--- config.mk ---
export PLATFORM = sky130hd
export DESIGN_NAME = time_pulse_gen
export DESIGN_NICKNAME = d
export VERILOG_FILES = /design/src/rtl/tpg_pkg.sv /design/src/rtl/tpg_halving_chain.sv /design/src/rtl/tpg_window_select.sv /design/src/rtl/tpg_frame_ctrl.sv /design/src/rtl/time_pulse_gen.sv
export SDC_FILE = /design/constraint.sdc
export NUM_CORES = 1
export LEC_CHECK = 0
export ABC_AREA = 1
export BUFFER_PORTS_ARGS = -buffer_cell sky130_fd_sc_hd__buf_2
export CAP_MARGIN = 20
export CORE_AREA = 2 2 39 41
export CTS_CLUSTER_DIAMETER = 100
export DETAILED_ROUTE_END_ITERATION = 8
export DIE_AREA = 0 0 41 43
export GPL_ROUTABILITY_DRIVEN = 0
export PLACE_DENSITY_LB_ADDON = 0.25
export SLEW_MARGIN = 15
export SYNTH_ARGS = -nofsm -noshare
export SYNTH_HDL_FRONTEND = slang
export SYNTH_HIERARCHICAL = 1
export SYNTH_SLANG_ARGS = --single-unit
--- constraint.sdc ---
create_clock -name clk -period 1.6 [get_ports clk]
set_clock_uncertainty 0.05 [all_clocks]
set_input_delay 0.16 -clock clk [delete_from_list [all_inputs] [get_ports clk]]
set_output_delay 0.16 -clock clk [all_outputs]
set_load 0.01 [all_outputs]
--- src/rtl/tpg_pkg.sv ---
package tpg_pkg;

  // Frame controller phases
  typedef enum logic [1:0] {
    FRM_IDLE = 2'd0,
    FRM_RUN  = 2'd1,
    FRM_TAIL = 2'd2
  } frame_state_e;

endpackage

--- src/rtl/tpg_halving_chain.sv ---
// Chain of divide-by-two stages. Stage k toggles when every stage below it
// is high, so stage k's phase is twice as long as stage k-1's. Loading
// the chain puts it at position 1 (only stage 0 set).
module tpg_halving_chain #(
  parameter int NBITS = 4
) (
  input  logic             clk,
  input  logic             rst,
  input  logic             load,
  input  logic             step,
  output logic [NBITS-1:0] stage_q,
  output logic             at_end
);

  logic [NBITS:0] carry_in;

  assign carry_in[0] = step;

  for (genvar k = 0; k < NBITS; k++) begin : g_stage
    assign carry_in[k+1] = carry_in[k] & stage_q[k];

    always_ff @(posedge clk) begin
      if (rst) begin
        stage_q[k] <= 1'b0;
      end else if (load) begin
        stage_q[k] <= (k == 0);
      end else if (carry_in[k]) begin
        stage_q[k] <= ~stage_q[k];
      end
    end
  end

  assign at_end = &stage_q;

endmodule

--- src/rtl/tpg_window_select.sv ---
// Picks the active bit window from the chain position (highest set stage)
// and gates it with the captured value.
module tpg_window_select #(
  parameter int NBITS = 4
) (
  input  logic [NBITS-1:0] stage_q,
  input  logic [NBITS-1:0] value_q,
  output logic [NBITS-1:0] window_oh,
  output logic             gate_on
);

  logic [NBITS-1:0] upper_any;

  assign upper_any[NBITS-1] = 1'b0;

  for (genvar k = 0; k < NBITS - 1; k++) begin : g_upper
    assign upper_any[k] = upper_any[k+1] | stage_q[k+1];
  end

  for (genvar k = 0; k < NBITS; k++) begin : g_win
    assign window_oh[k] = stage_q[k] & ~upper_any[k];
  end

  assign gate_on = |(window_oh & value_q);

endmodule

--- src/rtl/tpg_frame_ctrl.sv ---
// Frame sequencer: accepts a start when idle, latches the value, steps the
// halving chain through all windows, then spends one tail cycle before
// returning to idle with a done strobe.
module tpg_frame_ctrl
  import tpg_pkg::*;
#(
  parameter int NBITS = 4
) (
  input  logic             clk,
  input  logic             rst,
  input  logic             start_req,
  input  logic [NBITS-1:0] value_in,
  input  logic             chain_end,
  output logic             chain_load,
  output logic             chain_step,
  output logic             running,
  output logic [NBITS-1:0] value_q,
  output logic             busy_q,
  output logic             done_q
);

  frame_state_e state_q, state_d;
  logic         accept;

  assign accept     = (state_q == FRM_IDLE) && start_req;
  assign chain_load = accept;
  assign chain_step = (state_q == FRM_RUN) && !chain_end;
  assign running    = (state_q == FRM_RUN);

  always_comb begin
    state_d = state_q;
    case (state_q)
      FRM_IDLE: if (start_req) state_d = FRM_RUN;
      FRM_RUN:  if (chain_end) state_d = FRM_TAIL;
      FRM_TAIL: state_d = FRM_IDLE;
      default:  state_d = FRM_IDLE;
    endcase
  end

  always_ff @(posedge clk) begin
    if (rst) begin
      state_q <= FRM_IDLE;
      value_q <= '0;
      busy_q  <= 1'b0;
      done_q  <= 1'b0;
    end else begin
      state_q <= state_d;
      done_q  <= (state_q == FRM_TAIL);
      if (accept) begin
        value_q <= value_in;
        busy_q  <= 1'b1;
      end else if (state_q == FRM_TAIL) begin
        busy_q  <= 1'b0;
      end
    end
  end

endmodule

--- src/rtl/time_pulse_gen.sv ---
module time_pulse_gen #(
  parameter int NBITS = 4
) (
  input  logic             clk,
  input  logic             rst,
  input  logic             start_req,
  input  logic [NBITS-1:0] value_in,
  output logic             pulse_out,
  output logic             busy,
  output logic             done
);

  logic             chain_load;
  logic             chain_step;
  logic             chain_end;
  logic             running;
  logic [NBITS-1:0] stage_q;
  logic [NBITS-1:0] value_q;
  logic [NBITS-1:0] window_oh;
  logic             gate_on;
  logic             pulse_q;

  tpg_frame_ctrl #(.NBITS(NBITS)) u_ctrl (
    .clk        (clk),
    .rst        (rst),
    .start_req  (start_req),
    .value_in   (value_in),
    .chain_end  (chain_end),
    .chain_load (chain_load),
    .chain_step (chain_step),
    .running    (running),
    .value_q    (value_q),
    .busy_q     (busy),
    .done_q     (done)
  );

  tpg_halving_chain #(.NBITS(NBITS)) u_chain (
    .clk     (clk),
    .rst     (rst),
    .load    (chain_load),
    .step    (chain_step),
    .stage_q (stage_q),
    .at_end  (chain_end)
  );

  tpg_window_select #(.NBITS(NBITS)) u_sel (
    .stage_q   (stage_q),
    .value_q   (value_q),
    .window_oh (window_oh),
    .gate_on   (gate_on)
  );

  // Registered output: changes only on reference clock edges
  always_ff @(posedge clk) begin
    if (rst) pulse_q <= 1'b0;
    else     pulse_q <= running & gate_on;
  end

  assign pulse_out = pulse_q;

endmodule

==> results.py <==
metrics = {
    "routing": {
        "drt-initial-drc-count": 9,
        "firstDrtPassIters": 4,
        "drt-vias-per-instance": 4.39,
        "ant_nets": 0,
        "wl_microns": 980,
        "drc": 0,
        "avgRoutedWirePerCell_microns": 8.60,
        "vias": 501,
    },
    "die": {
        "start_util_pct": 43.0,
        "ioPinCount": 10,
        "die_area_sq_um": 1760,
        "die_h_microns": 43,
        "die_w_microns": 41,
        "num_rows": 14,
        "coreArea_sq_um": 1380,
    },
    "power_and_ir_drop": {
        "leakage_nw": 0.339,
        "peakVddDrop_uv": 486,
        "power.density_nw_per_um2": 909,
    },
    "layout": {
        "regArea_sq_um": 262,
        "diodes": 0,
        "nFillCells": 135,
        "drive_gt1_share_pct": 24.5,
        "multi_input_area_sq_um": 274,
        "area_growth_pct": 16.0,
        "finalNetCount": 106,
        "final_cell_mix": "16 x nand2_1, 15 x nor2_1, 14 x inv_1",
        "finalInstanceArea_sq_um": 691,
        "finalNonFillerCells": 114,
        "layout_commonest_cell": "nand2_1",
        "final_util_pct": 49.9,
    },
    "critical_path": {
        "worst-setup-path-type": "flop to flop",
        "r2r-end": "u_chain/stage_q[1]",
        "path_max_fanout": 4,
        "start_kind": "flop",
        "regToRegSetupSlack_ns": 0.18,
        "cp-end-kind": "flop",
        "r2r_cells": 9,
        "required_ns": 1.72,
        "crit-reg2reg-launch": "u_chain/stage_q[2]",
        "crit_arrival_ns": 1.53,
    },
    "sta": {
        "finalSetupTns_ns": 0,
        "fin_crit_ns": 1.42,
        "rsz0062_at_grt": "false",
        "maxSlewViolCount": 0,
        "hold_viol": 0,
        "setup_viol": 0,
        "max_freq_mhz": 706,
        "fin_crit_sh_pct": 88.5,
        "slew_headroom_pct": 85.2,
        "max_slew.worst_pin.slew_ns": 0.221,
        "setup_slack_ns": 0.184,
    },
    "clock_network": {
        "clkLatencyLatePin_ns": 0.27,
        "clock_tree.buffer_depth": 2,
        "cts_root_buf": "clkbuf_4",
        "clkSlewWorstSetupHoldPaths_ns": 0.08,
        "cts_tree": "built",
        "cts_made_buffers": 3,
        "htreeDepth": 1,
        "cts_hold_repair.buffers": 0,
        "cts_num_sinks": 13,
    },
    "outcome": {
        "status": "completed",
    },
    "grt": {
        "grt_usage_pct": 14.7,
        "antenna_found_initial": 0,
        "grt_use_met3_pct": 3.14,
        "grt_pass1_wl_mm": 1.70,
        "grtUsageMet2_pct": 18.1,
        "grt_pass1_vias": 425,
        "busiest_layer": "met1",
        "grt_max_degree": 11,
        "gr-total-overflow": 0,
        "use_met1_pct": 19.9,
    },
    "synth": {
        "ys_warn_count": 6,
        "syn_inst": 85,
        "syn-num-nets": 92,
        "syn_area_per_cell_sq_um": 7.01,
        "synthesis.area_sq_um": 596,
    },
    "placement": {
        "placed_cell_area_sq_um": 663,
        "pre_cts_ws_ns": 0.185,
        "place_inst": 110,
        "io_buffer_count": 9,
        "dp_hpwl_microns": 732,
    },
    "min_path": {
        "hold_path_depth": 2,
        "hold_end": "u_ctrl/state_q[0]",
        "hold_path.class": "input pin to flop",
        "hp-start": "rst",
    },
    "run": {
        "cap_violations": 0,
    },
}
-- metal layers --
layer,vias to the layer above,share of wire [%]
met5,-,0
met4,0,1.9
met3,2,2.2
met2,10,44
met1,206,51
li1,283,-
-- worst max path at each step --
stage	start	to	slack, ns	cells after the start
floorplan	u_chain/stage_q[1]	u_chain/stage_q[1]	0.33	9
global placement	u_chain/stage_q[2]	u_chain/stage_q[1]	0.22	9
detailed placement	u_chain/stage_q[1]	u_chain/stage_q[1]	0.18	9
CTS	u_chain/stage_q[1]	u_chain/stage_q[1]	0.17	9
global route	u_chain/stage_q[2]	u_chain/stage_q[1]	0.005	9
finish	u_chain/stage_q[2]	u_chain/stage_q[1]	0.18	9
-- power breakdown --
group	internal (mW)	leakage (nW)	switching, mW
clock network	0.0965	0.0150	0.101
logic	0.0313	0.217	0.0449
registers	0.341	0.107	0.0131
total	0.469	0.339	0.159
-- sequential cells by signal, indices dropped and copies added (netlist names) --
name / count
u_ctrl/done_q: 1
u_ctrl/state_q: 2
u_ctrl/busy_q: 1
pulse_out: 1
u_chain/stage_q: 4
u_ctrl/value_q: 4
-- critical path, stage by stage (launching register included) --
cell and delay (ns):
dfxtp_1 0.39, nand2_1 0.12, nor2_1 0.18, inv_1 0.07, nand2_2 0.08, inv_1 0.06
nand2_2 0.12, inv_1 0.05, o21ai_0 0.13, nor2_1 0.05
-- layout make-up --
type | instances | share of cell area, %
Multi-Input combinational cell | 56 | 39.7
Sequential cell | 13 | 37.9
Inverter | 15 | 8.15
Timing Repair Buffer | 10 | 7.61
Clock buffer | 4 | 3.80
Tap cell | 16 | 2.90
-- repair_timing --
item / 4_1_cts / 5_1_grt
resized for setup: 0 / 1
buffers inserted: 0 / 0
endpoints found under the setup margin: 0 / 1
-- through the flow --
step	hold slack, ns	power (mW)
detailed placement	0.378	0.438
global placement	0.372	0.437
CTS	0.0837	0.636
floorplan	0.172	0.417
finish	0.0856	0.628
global route	0.0836	0.670
Power figures use the tool's default switching activity.
